===== src/rtl/cfe_pkg.sv =====
package cfe_pkg;

    localparam int STAT_DATA_DONE_BIT = 11;
    localparam int STAT_PROG_DONE_BIT = 12;

    // Access size code to byte count, capped at the port width.
    function automatic int unsigned access_bytes(input logic [1:0] code, input int unsigned lanes);
        int unsigned n;
        n = 1 << code;
        if (n > lanes) n = lanes;
        return n;
    endfunction

endpackage


===== src/rtl/cfe_byte_queue.sv =====
module cfe_byte_queue #(
    parameter int DEPTH  = 32,
    parameter int HALVES = 1,
    parameter int LANES  = 4,
    localparam int CW    = $clog2(DEPTH + 1),
    localparam int NW    = $clog2(LANES + 1)
) (
    input  logic               clk,
    input  logic               rst_n,
    input  logic               clear,
    input  logic               flip,
    input  logic [NW-1:0]      push_n,
    input  logic [LANES*8-1:0] push_lanes,
    input  logic [NW-1:0]      pop_n,
    output logic [LANES*8-1:0] pop_lanes,
    output logic [7:0]         head_byte,
    output logic [CW-1:0]      count,
    output logic [CW-1:0]      count_nx
);

    localparam int AW    = $clog2(DEPTH);
    localparam int SLOTS = DEPTH * HALVES;
    localparam int SW    = $clog2(SLOTS);

    typedef struct packed {
        logic [SLOTS-1:0][7:0] mem;
        logic [AW-1:0]         head;
        logic [CW-1:0]         cnt;
    } q_state_t;

    q_state_t st_d, st_q;
    logic half;
    logic [CW-1:0] free_c, push_acc, pop_acc;

    function automatic logic [SW-1:0] slot_of(input logic [AW-1:0] p, input logic h);
        return SW'(p) + (h ? SW'(DEPTH) : SW'(0));
    endfunction

    generate
        if (HALVES > 1) begin : g_split
            logic half_q;
            always_ff @(posedge clk or negedge rst_n) begin
                if (!rst_n)    half_q <= 1'b0;
                else if (flip) half_q <= ~half_q;
            end
            assign half = half_q;
        end else begin : g_flat
            assign half = 1'b0;
        end
    endgenerate

    always_comb begin
        st_d      = st_q;
        free_c    = CW'(DEPTH) - st_q.cnt;
        push_acc  = (CW'(push_n) < free_c) ? CW'(push_n) : free_c;
        pop_acc   = (CW'(pop_n) < st_q.cnt) ? CW'(pop_n) : st_q.cnt;
        pop_lanes = '0;
        for (int i = 0; i < LANES; i++) begin
            if (CW'(i) < pop_acc)
                pop_lanes[8*i +: 8] = st_q.mem[slot_of(st_q.head + AW'(i), half)];
        end
        if (clear || flip) begin
            st_d.cnt = '0;
        end else begin
            for (int i = 0; i < LANES; i++) begin
                if (CW'(i) < push_acc)
                    st_d.mem[slot_of(st_q.head + AW'(st_q.cnt) + AW'(i), half)] = push_lanes[8*i +: 8];
            end
            st_d.head = st_q.head + AW'(pop_acc);
            st_d.cnt  = st_q.cnt + push_acc - pop_acc;
        end
    end

    always_ff @(posedge clk or negedge rst_n) begin
        if (!rst_n) st_q <= '0;
        else        st_q <= st_d;
    end

    assign head_byte = st_q.mem[slot_of(st_q.head, half)];
    assign count     = st_q.cnt;
    assign count_nx  = st_d.cnt;


    no_overflow_chk: assert property (@(posedge clk) disable iff (!rst_n)
        st_q.cnt <= CW'(DEPTH));


    empty_after_clear_chk: assert property (@(posedge clk) disable iff (!rst_n)
        (clear || flip) |=> (st_q.cnt == '0));

endmodule


===== src/rtl/cfe_xfer_ctrl.sv =====
module cfe_xfer_ctrl #(
    parameter int LEN_W = 12,
    parameter int CNT_W = 16,
    parameter int CW    = 6
) (
    input  logic             clk,
    input  logic             rst_n,
    input  logic             start,
    input  logic             dir_wr,
    input  logic [LEN_W-1:0] blk_len,
    input  logic [CNT_W-1:0] blk_cnt,
    input  logic             abort,
    input  logic             tx_beat,
    input  logic             rx_beat,
    input  logic             tx_wr,
    input  logic             rx_rd,
    input  logic [CW-1:0]    tx_cnt_nx,
    output logic             active,
    output logic             wr,
    output logic             tx_req,
    output logic             rx_req,
    output logic             done_p,
    output logic             prog_p,
    output logic             stat_done,
    output logic             stat_prog
);

    localparam int LW = LEN_W + CNT_W;

    typedef struct packed {
        logic          active;
        logic          wr;
        logic [LW-1:0] left;
        logic          tx_req;
        logic          rx_req;
        logic          done_p;
        logic          prog_p;
        logic          stat_done;
        logic          stat_prog;
    } ctrl_state_t;

    ctrl_state_t st_d, st_q;
    logic          beat;
    logic [LW-1:0] left_n, total;

    always_comb begin
        st_d        = st_q;
        st_d.done_p = 1'b0;
        st_d.prog_p = 1'b0;
        beat   = st_q.wr ? tx_beat : rx_beat;
        left_n = st_q.left - LW'(beat);
        total  = LW'(blk_cnt) * LW'(blk_len);
        if (tx_wr) st_d.tx_req = 1'b0;
        if (rx_rd) st_d.rx_req = 1'b0;
        if (start) begin
            st_d.wr        = dir_wr;
            st_d.left      = total;
            st_d.stat_done = 1'b0;
            st_d.stat_prog = 1'b0;
            st_d.rx_req    = 1'b0;
            if (total == '0) begin
                st_d.active    = 1'b0;
                st_d.tx_req    = 1'b0;
                st_d.done_p    = 1'b1;
                st_d.stat_done = 1'b1;
                st_d.prog_p    = dir_wr;
                st_d.stat_prog = dir_wr;
            end else begin
                st_d.active = 1'b1;
                st_d.tx_req = dir_wr;
            end
        end else if (st_q.active) begin
            st_d.left = left_n;
            if (rx_beat) st_d.rx_req = 1'b1;
            if (left_n == '0) begin
                st_d.active    = 1'b0;
                st_d.done_p    = 1'b1;
                st_d.stat_done = 1'b1;
                st_d.prog_p    = st_q.wr;
                st_d.stat_prog = st_q.stat_prog | st_q.wr;
            end else if (st_q.wr && tx_cnt_nx == '0) begin
                st_d.tx_req = 1'b1;
            end
        end
        if (abort) st_d.active = 1'b0;
    end

    always_ff @(posedge clk or negedge rst_n) begin
        if (!rst_n) st_q <= '0;
        else        st_q <= st_d;
    end

    assign active    = st_q.active;
    assign wr        = st_q.wr;
    assign tx_req    = st_q.tx_req;
    assign rx_req    = st_q.rx_req;
    assign done_p    = st_q.done_p;
    assign prog_p    = st_q.prog_p;
    assign stat_done = st_q.stat_done;
    assign stat_prog = st_q.stat_prog;


    done_clears_active_chk: assert property (@(posedge clk) disable iff (!rst_n)
        st_q.done_p |-> !st_q.active);


    prog_with_done_chk: assert property (@(posedge clk) disable iff (!rst_n)
        st_q.prog_p |-> st_q.done_p);


    abort_stops_chk: assert property (@(posedge clk) disable iff (!rst_n)
        abort |=> !st_q.active);


    rx_req_on_byte_chk: assert property (@(posedge clk) disable iff (!rst_n)
        (rx_beat && !start) |=> st_q.rx_req);

endmodule


===== src/rtl/card_fifo_engine.sv =====
module card_fifo_engine #(
    parameter int DEPTH  = 32,
    parameter int LANES  = 4,
    parameter int LEN_W  = 12,
    parameter int CNT_W  = 16,
    parameter int STAT_W = 16
) (
    input  logic               clk,
    input  logic               rst_n,
    input  logic               xfer_start,
    input  logic               xfer_write,
    input  logic [LEN_W-1:0]   blk_len,
    input  logic [CNT_W-1:0]   blk_cnt,
    input  logic               xfer_abort,
    input  logic               cpu_wr,
    input  logic               cpu_rd,
    input  logic [1:0]         cpu_size,
    input  logic [LANES*8-1:0] cpu_wdata,
    output logic [LANES*8-1:0] cpu_rdata,
    input  logic               tx_flush,
    output logic [7:0]         card_tx_data,
    output logic               card_tx_valid,
    input  logic               card_tx_ready,
    input  logic [7:0]         card_rx_data,
    input  logic               card_rx_valid,
    output logic               card_rx_ready,
    output logic               xfer_active,
    output logic               tx_req,
    output logic               rx_req,
    output logic               done_pulse,
    output logic               prog_pulse,
    output logic [STAT_W-1:0]  xfer_stat
);

    localparam int CW = $clog2(DEPTH + 1);
    localparam int NW = $clog2(LANES + 1);

    logic [NW-1:0]      nb;
    logic [LANES*8-1:0] tx_push_lanes, rx_push_lanes, rx_pop_lanes;
    logic [LANES*8-1:0] tx_pop_unused;
    logic [7:0]         rx_head_unused;
    logic [CW-1:0]      tx_cnt, tx_cnt_nx, rx_cnt, rx_cnt_nx_unused;
    logic               tx_beat, rx_beat, xfer_wr, stat_done, stat_prog;

    assign nb = NW'(cfe_pkg::access_bytes(cpu_size, LANES));

    // First queue byte lives in the most significant byte of the access.
    always_comb begin
        tx_push_lanes = '0;
        cpu_rdata     = '0;
        for (int i = 0; i < LANES; i++) begin
            if (i < int'(nb)) begin
                tx_push_lanes[8*i +: 8]                   = cpu_wdata[8*(int'(nb)-1-i) +: 8];
                cpu_rdata[8*(int'(nb)-1-i) +: 8]          = rx_pop_lanes[8*i +: 8];
            end
        end
    end

    assign rx_push_lanes = {{(LANES-1)*8{1'b0}}, card_rx_data};

    assign card_tx_valid = xfer_active && xfer_wr && (tx_cnt != '0);
    assign card_rx_ready = xfer_active && !xfer_wr && (rx_cnt != CW'(DEPTH));
    assign tx_beat       = card_tx_valid && card_tx_ready;
    assign rx_beat       = card_rx_valid && card_rx_ready;

    cfe_byte_queue #(.DEPTH(DEPTH), .HALVES(2), .LANES(LANES)) u_txq (
        .clk       (clk),
        .rst_n     (rst_n),
        .clear     (xfer_start),
        .flip      (tx_flush),
        .push_n    (cpu_wr ? nb : NW'(0)),
        .push_lanes(tx_push_lanes),
        .pop_n     (NW'(tx_beat)),
        .pop_lanes (tx_pop_unused),
        .head_byte (card_tx_data),
        .count     (tx_cnt),
        .count_nx  (tx_cnt_nx)
    );

    cfe_byte_queue #(.DEPTH(DEPTH), .HALVES(1), .LANES(LANES)) u_rxq (
        .clk       (clk),
        .rst_n     (rst_n),
        .clear     (xfer_start),
        .flip      (1'b0),
        .push_n    (NW'(rx_beat)),
        .push_lanes(rx_push_lanes),
        .pop_n     (cpu_rd ? nb : NW'(0)),
        .pop_lanes (rx_pop_lanes),
        .head_byte (rx_head_unused),
        .count     (rx_cnt),
        .count_nx  (rx_cnt_nx_unused)
    );

    cfe_xfer_ctrl #(.LEN_W(LEN_W), .CNT_W(CNT_W), .CW(CW)) u_ctrl (
        .clk      (clk),
        .rst_n    (rst_n),
        .start    (xfer_start),
        .dir_wr   (xfer_write),
        .blk_len  (blk_len),
        .blk_cnt  (blk_cnt),
        .abort    (xfer_abort),
        .tx_beat  (tx_beat),
        .rx_beat  (rx_beat),
        .tx_wr    (cpu_wr),
        .rx_rd    (cpu_rd),
        .tx_cnt_nx(tx_cnt_nx),
        .active   (xfer_active),
        .wr       (xfer_wr),
        .tx_req   (tx_req),
        .rx_req   (rx_req),
        .done_p   (done_pulse),
        .prog_p   (prog_pulse),
        .stat_done(stat_done),
        .stat_prog(stat_prog)
    );

    always_comb begin
        xfer_stat = '0;
        xfer_stat[cfe_pkg::STAT_DATA_DONE_BIT] = stat_done;
        xfer_stat[cfe_pkg::STAT_PROG_DONE_BIT] = stat_prog;
    end


    tx_hold_chk: assert property (@(posedge clk) disable iff (!rst_n)
        (card_tx_valid && !card_tx_ready && !tx_flush && !xfer_abort && !xfer_start)
        |=> (card_tx_valid && $stable(card_tx_data)));


    one_direction_chk: assert property (@(posedge clk) disable iff (!rst_n)
        !(card_tx_valid && card_rx_ready));

endmodule


===== config.mk =====
export PLATFORM = sky130hd
export DESIGN_NAME = card_fifo_engine
export DESIGN_NICKNAME = d
export VERILOG_FILES = /design/src/rtl/cfe_pkg.sv /design/src/rtl/cfe_byte_queue.sv /design/src/rtl/cfe_xfer_ctrl.sv /design/src/rtl/card_fifo_engine.sv
export SDC_FILE = /design/constraint.sdc
export NUM_CORES = 2
export LEC_CHECK = 0
export CORE_ASPECT_RATIO = 1.75
export CORE_MARGIN = 1.5
export CORE_UTILIZATION = 30
export CTS_CLUSTER_DIAMETER = 50
export DETAILED_ROUTE_END_ITERATION = 6
export GPL_TIMING_DRIVEN = 0
export PLACE_DENSITY_LB_ADDON = 0.12
export REMOVE_ABC_BUFFERS = 1
export SLEW_MARGIN = 15
export SYNTH_ARGS = -nofsm -noshare
export SYNTH_HDL_FRONTEND = slang
export SYNTH_SLANG_ARGS = --single-unit

===== constraint.sdc =====
create_clock -name clk -period 6 [get_ports clk]
set_input_delay 0.6 -clock clk [delete_from_list [all_inputs] [get_ports clk]]
set_output_delay 0.6 -clock clk [all_outputs]
set_load 0.1 [all_outputs]

# Yosys cells after proc, flatten, opt, wreduce, memory -nomap -nowiden
# Index checks and enable logic that the tools add are counted.
classes:
  add_sub_neg: 33
  mul: 1
  order_cmp: 42
  n_eq_ne: 1
  n_shift: 13
  mux: 86
  n_bitwise: 9
  reduce_logical: 24
ops:
  columns: ["cell", "n"]
  rows:
  - ["$mux W512", 7]
  - ["$bwmux W512", 4]
  - ["$mux W256", 7]
  - ["$and A256 B256 Y256", 3]
  - ["$not A256 Y256", 3]
  - ["$bwmux W256", 1]
  - ["$demux W8 S6", 4]
  - ["$mux W8", 21]
  - ["$bmux W8 S5", 4]
  - ["$demux W8 S5", 4]
  - ["$shift A8 B33 Y32 const A", 4]
  - ["$shiftx A8 B33 Y32", 4]
  - ["$mux W32", 4]
  - ["$bwmux W32", 3]
  - ["$mux W34", 2]
  - ["$neg A32 Y33", 2]
  - ["$shiftx A32 B32 Y8", 2]
  - ["$logic_not A28 Y1", 2]
  - ["$bmux W8 S6", 1]
  - ["$lt A5 B6 Y1 const B", 8]
  - ["$mux W6", 7]
  - ["$lt A1 B6 Y1 const A", 6]
  - ["$lt A2 B6 Y1 const A", 6]
  - ["$lt A6 B7 Y1 const B", 5]
  - ["other kinds (38)", 95]
totals:
  register_bits: 827
  inputBits: 80
  output_inout_bits: 63

# Depth between registers and ports, before layout
depth:
  ltp_word: 17
  mapped_depth: 26
  mapped_depth_nobuf: 21

# Modules after synthesis
# From an unflattened synthesis, not the netlist that was laid out.
unflattened:
  cells_unflattened: 11026
  area_unflattened_um2: 99172.6
by_module_without_submodules:
  columns: ["mod", "n_inst", "cells_each", "area_each_um2"]
  rows:
  - ["cfe_byte_queue at u_txq", 1, 6393, 58478.6]
  - ["cfe_byte_queue at u_rxq", 1, 3385, 30366.6]
  - ["cfe_xfer_ctrl", 1, 1055, 8742.1]
  - ["card_fifo_engine", 1, 193, 1585.3]

# Least setup slack after synthesis
# No wires, ideal clock.
synth_timing:
  path_type: "input port to flip-flop"
  start: "input port blk_cnt[8]"
  end: "register u_ctrl.st_q (netlist bit u_ctrl.done_p)"
  setup_ps: 67
  t_arrival_ps: 6012
  required_ps: 5933
  slack_ps: -79
  stages: 20
  n_path_buf: 1
  cell_sequence: "clkbuf_1 > nand2_1 > fa_1 > fa_1 > inv_1 > fa_1 > inv_1 > fa_1 > inv_1 > fa_1 > ha_1 > a21oi_1 > a21bo_2 > o21ai_0 > o41ai_1 > o31ai_1 > a21boi_0 > o2111ai_1 > nor4_1 > mux2_2"
synth_via:
  elab_chain_len: 4
synth_rtl:
  columns: ["item", "line_no", "source"]
  rows:
  - ["start, declared", "card_fifo_engine.sv:13", "input logic [CNT_W-1:0] blk_cnt,"]
  - ["$mul A16 B12 Y28", "cfe_xfer_ctrl.sv:52", "total = LW'(blk_cnt) * LW'(blk_len);"]
  - ["$logic_not A28 Y1", "cfe_xfer_ctrl.sv:61", "if (total == '0) begin"]
  - ["$mux W4", "cfe_xfer_ctrl.sv:61", null]
  - ["$mux W34", "cfe_xfer_ctrl.sv:55", "if (start) begin"]
  - ["end signal, assigned", "cfe_xfer_ctrl.sv:90", "else st_q <= st_d;"]
  - ["end, declared", "cfe_xfer_ctrl.sv:42", "ctrl_state_t st_d, st_q;"]
# No other way between the ends.
# A chain may end at the register's enable or synchronous reset.

# Worst setup path after layout
layout_timing:
  start: "register u_txq.st_q[6] in the netlist's numbering"
  end: "register u_txq.st_q[242] in the netlist's numbering"
layout_via:
  elab_chain_len: 17
  elab_cells_between_ends: 39
  cone_classes: "add/sub (8); order compare (8); mux (19); reduce/logical (4)"
layout_rtl:
  columns: ["item", "line_no", "source"]
  rows:
  - ["start, declared", "cfe_byte_queue.sv:31", "q_state_t st_d, st_q;"]
  - ["start signal, assigned", "cfe_byte_queue.sv:76", "else st_q <= st_d;"]
  - ["$add A5 B5 Y5 (*)", "cfe_byte_queue.sv:67", "st_d.mem[slot_of(st_q.head + AW'(st_q.cnt) + AW'(i), half)] = push_lanes[8*i +: 8];"]
  - ["branches (longest 15 deep; another with $lt A6 B7 Y1)", null, null]
  - ["$mux W512 (*)", "cfe_byte_queue.sv:66", "if (CW'(i) < push_acc)"]
# Mark *: on every way between the ends. The select of a mux whose other input is x is not followed.

==> reports/results.ini <==
[detailed_routing]
m1_wl_um=136000
antenna_violating_nets_post_route=0
detailroute.via_count=72800
post-route-drc-count=18
vias_per_cell=6.72
routed-wl-met3_um=36000
wire_length_reported_by_the_detailed_router_um=415000
met2_wirelength_from_detailed_routing_um=196000
drt_iter0_markers=9048
wire_per_inst_um=38.3
detailedRoute.firstPassIterationCount=7
highest_layer=met5

[job]
max_cap_viol_count=0

[power]
combPwrFrac=0.594
internal-power_uw=23100
p_clk_frac=0.188
power.ir.vdd_worst_uv=481
seq_power_share=0.217
power.density_cell_area_nw_per_um2=535
leakage_uw=0.0319
power.net_switching_uw=22800
switching_portion_of_total_power=0.497

[critical_path]
critical-path-top-delay-family=simple AND/OR/NAND/NOR gates
slowest_stage=xnor2_2
timing.critical_path.mode_cell=nand2_1
crit_path_start_kind=flop
worstSetupPathType=reg2reg
timing.reg2reg.worst_path_depth=13
ff2ff_setup_slack_ps=-180
worst-path-max-fanout=32
cp.arrival_ps=6970
max_stage_delay_ps=710
reg_to_reg_end=u_txq.st_q[242]$_DFFE_PN0P_
path_cells=buf_16, ha_1, fa_2, xnor2_2, o32ai_1, o211ai_4, buf_16, nand2_1, nor2_1, nand2_1, nand2_1, o21ai_0, o21ai_0
critical_path.reg2reg.startpoint=u_txq.st_q[6]$_DFFE_PN0P_
data_required_time_of_the_worst_path_ps=6790
crit_path_capture_type=flop
cp_num_buf_inv=2

[timing]
max_transition_viols_final=0
final.min_clock_period_ps=6180
grt_setup_unrepaired=true
setup-violations-final=33
postLayoutSetupSlackWorst_ps=-179
maxSlewHeadroom=0.0718
timing.final.crit_share=1.03
clock_skew_ps=87.2
finalHoldViolations=0
worst_pin_slew_ps=1390
fmax_ghz=0.162

[synth]
post_synth_instance_area_um2=72400
synth_sequential_area_ratio=0.286
synth_area_leaders=dfrtp_1 (29%), mux4_2 (15%), mux2_2 (4.7%)
synth_top_area_cell=dfrtp_1
synth.yosys.warnings=1
post_synth_num_cell_types=97
async_reset_ff_frac=1.00
syn_inst=7758
synth.avg_cell_area_um2=9.34
synth_largest_type_area_fraction=0.286
synth-edff-count=0
synthFlopType=dfrtp_1
ys_ff_latch=827

[placement]
place_congestion=0.998
io_buffers=128
hpwl_um=294000
pre_cts_ws_ps=-2880

[finish]
area_delta_synth_final_pct=18.4
layout.nets=7928
seq_area_um2=20700
drive_gt1_frac=0.220
share_of_the_core_filled_with_cells_in_the_final_layout=0.357
multiInputGateArea_um2=49400
fillerInstances=24100

[floorplanning]
floorplan.die.height_um=653
floorplan.rows=238
floorplan.initialDensity=0.302
fp.coreArea_um2=240000
design.portCount=143
die_width_um=374
die-area_um2=245000

[clock_network]
cts-root-buf=clkbuf_16
clkLatencyLatePin_ps=890
clock_tree_from_tritoncts=done
cts_made_buffers=138
tritoncts_num_sinks=827
clock_tree.htree_level_count=4
clk_pin_slew_ps=60
clock_path_buffers=4

[grt]
grt_pass1_vias=70600
grt_first_pass_wirelength_um=573000
initial_antenna_violation_count=45
gr-total-overflow=0
grtUsageTotal=0.332
grt_max_degree=139

[run_status]
status=finished, violations left
failed_checks=DRC, setup timing

[worst_hold_path]
hold_class=in2async

## synth_stat cells, drive strengths merged, types with 41 or more instances
cell type  number
nor3          161
or3            42
inv           204
fa            153
nand3         127
mux4          472
a221o          72
a211oi        180
clkbuf        598
o221ai        106
xor2           43
a21oi         613
a221oi         83
nor4           41
and2           92
nand2         847
a31oi         143
ha            116
mux2          303
xnor2          50
mux2i         310
buf           170
o21ai         430
nor2          616
o22ai         299
o211ai        175
dfrtp         827
a22oi          47
## power groups by stage
stage                     Sequential [µW]  Combinational (µW)  Clock (µW)
after CTS                            9850               26300        8780
final                                9970               27300        8650
after global routing                10100               28400        8930
after floorplan                      9450               15400           0
after detailed placement             9930               26000           0
after global placement              10600               22900           0
## layer usage
| layer | GRT usage | vias up |
|---|---|---|
| li1 | - | 29200 |
| met1 | 0.349 | 36800 |
| met5 | 0 | - |
| met3 | 0.0780 | 1741 |
| met4 | 0.311 | 24 |
| met2 | 0.546 | 4946 |
## area by class of cell
cell class	count	share of cell area
clock buffer	169	0.0440
inverter	205	0.00915
sequential	827	0.242
timing repair buffer	420	0.0724
tap	3120	0.0455
antenna	41	0.00120
timing repair inverter	1	0.0000584
multi-input combinational	5986	0.576
clock inverter	64	0.0102
## cells by family after synthesis
group / count (synthesis) / synth area share
muxes: 1085 / 0.237
AOI/OAI and AO/OA: 2431 / 0.219
xor gates and xnor gates: 95 / 0.0120
adders and majority gates: 269 / 0.0623
and+or+nand+nor: 2076 / 0.131
other: 2 / 0.000104
buffers and inverters: 973 / 0.0535
DFF: 827 / 0.286
## worst max-delay path by stage
stage / startpoint / end / slack [ps] / depth (start not counted)
5_1_grt: u_txq.st_q[6]$_DFFE_PN0P_ / u_txq.st_q[88]$_DFFE_PN0P_ / -220 / 12
4_1_cts: u_txq.st_q[6]$_DFFE_PN0P_ / u_txq.st_q[419]$_DFFE_PN0P_ / 3 / 12
6_report: u_txq.st_q[6]$_DFFE_PN0P_ / u_txq.st_q[242]$_DFFE_PN0P_ / -180 / 13
3_3_place_gp: xfer_start / u_txq.st_q[464]$_DFFE_PN0P_ / -44440 / 5
3_5_place_dp: cpu_size[1] / u_ctrl.tx_req$_DFF_PN0_ / -2880 / 21
2_1_floorplan: tx_flush / u_txq.st_q[422]$_DFFE_PN0P_ / -16190 / 4
## registers in the layout (all words and copies together) (netlist names)
| signal | count |
|---|---|
| u_ctrl.tx_req | 1 |
| u_ctrl.wr | 1 |
| u_ctrl.stat_prog | 1 |
| u_txq.g_split.half_q | 1 |
| u_txq.st_q | 517 |
| u_ctrl.active | 1 |
| u_rxq.st_q | 261 |
| u_ctrl.rx_req | 1 |
| u_ctrl.stat_done | 1 |
| u_txq.count | 6 |
| u_ctrl.done_p | 1 |
| u_ctrl.prog_p | 1 |
| u_rxq.count | 6 |
| u_ctrl.st_q | 28 |
## stage by stage
| step | setup TNS [ps] | power, µW | area [µm²] | hold WS (ps) | std cells |
|---|---|---|---|---|---|
| 2_1_floorplan | -7410850 | 24800 | 69400 | 304 | 7018 |
| 3_3_place_gp | - | 33600 | 74600 | 473 | 10300 |
| 3_5_place_dp | -761350 | 35900 | 80700 | 467 | 10500 |
| 4_1_cts | 0 | 44900 | 85600 | 271 | 10800 |
| 5_1_grt | -4800 | 47500 | 85700 | 306 | 10800 |
| 6_report | -2890 | 45900 | 85800 | 306 | 10800 |
## timing repair
action | in CTS | in global routing
endpoints found under the hold margin | 43 | 0
endpoints found under the setup margin | 548 | 279
gates resized for setup | 216 | 94
setup buffers | 8 | 3
pin swaps | 3 | 4
hold buffers | 1 | 0
gates cloned | 1 | 0
## layout by cell type, fill, tap and decap left out, types with 39 or more instances in the layout
cell type	netlist	layout
dfrtp_1	827	818
nand2_1	847	812
a21oi_1	610	609
nor2_1	605	528
mux4_2	472	472
o21ai_0	414	410
mux2i_1	308	303
mux2_2	303	303
o22ai_1	299	297
inv_1	201	197
a211oi_1	179	177
o211ai_1	173	173
fa_1	153	152
a31oi_1	143	142
clkbuf_16	0	142
nand3_1	126	117
ha_1	116	113
nor3_1	124	103
o221ai_1	106	103
buf_16	0	95
buf_4	23	84
a221oi_1	83	83
and2_1	90	77
a221o_1	72	72
nor2_2	9	69
clkdlybuf4s50_1	0	53
buf_12	0	49
xnor2_1	49	42
diode_2	0	41
or3_1	42	40
a22oi_1	47	40
buf_8	0	39
## worst reg2reg max path: stages, from the launching register on
cell	delay, ps
dfrtp_4	700
buf_16	300
ha_1	340
fa_2	450
xnor2_2	710
o32ai_1	250
o211ai_4	640
buf_16	230
nand2_1	640
nor2_1	630
nand2_1	390
nand2_1	440
o21ai_0	190
o21ai_0	220
(Power assumes the default switching activity.)
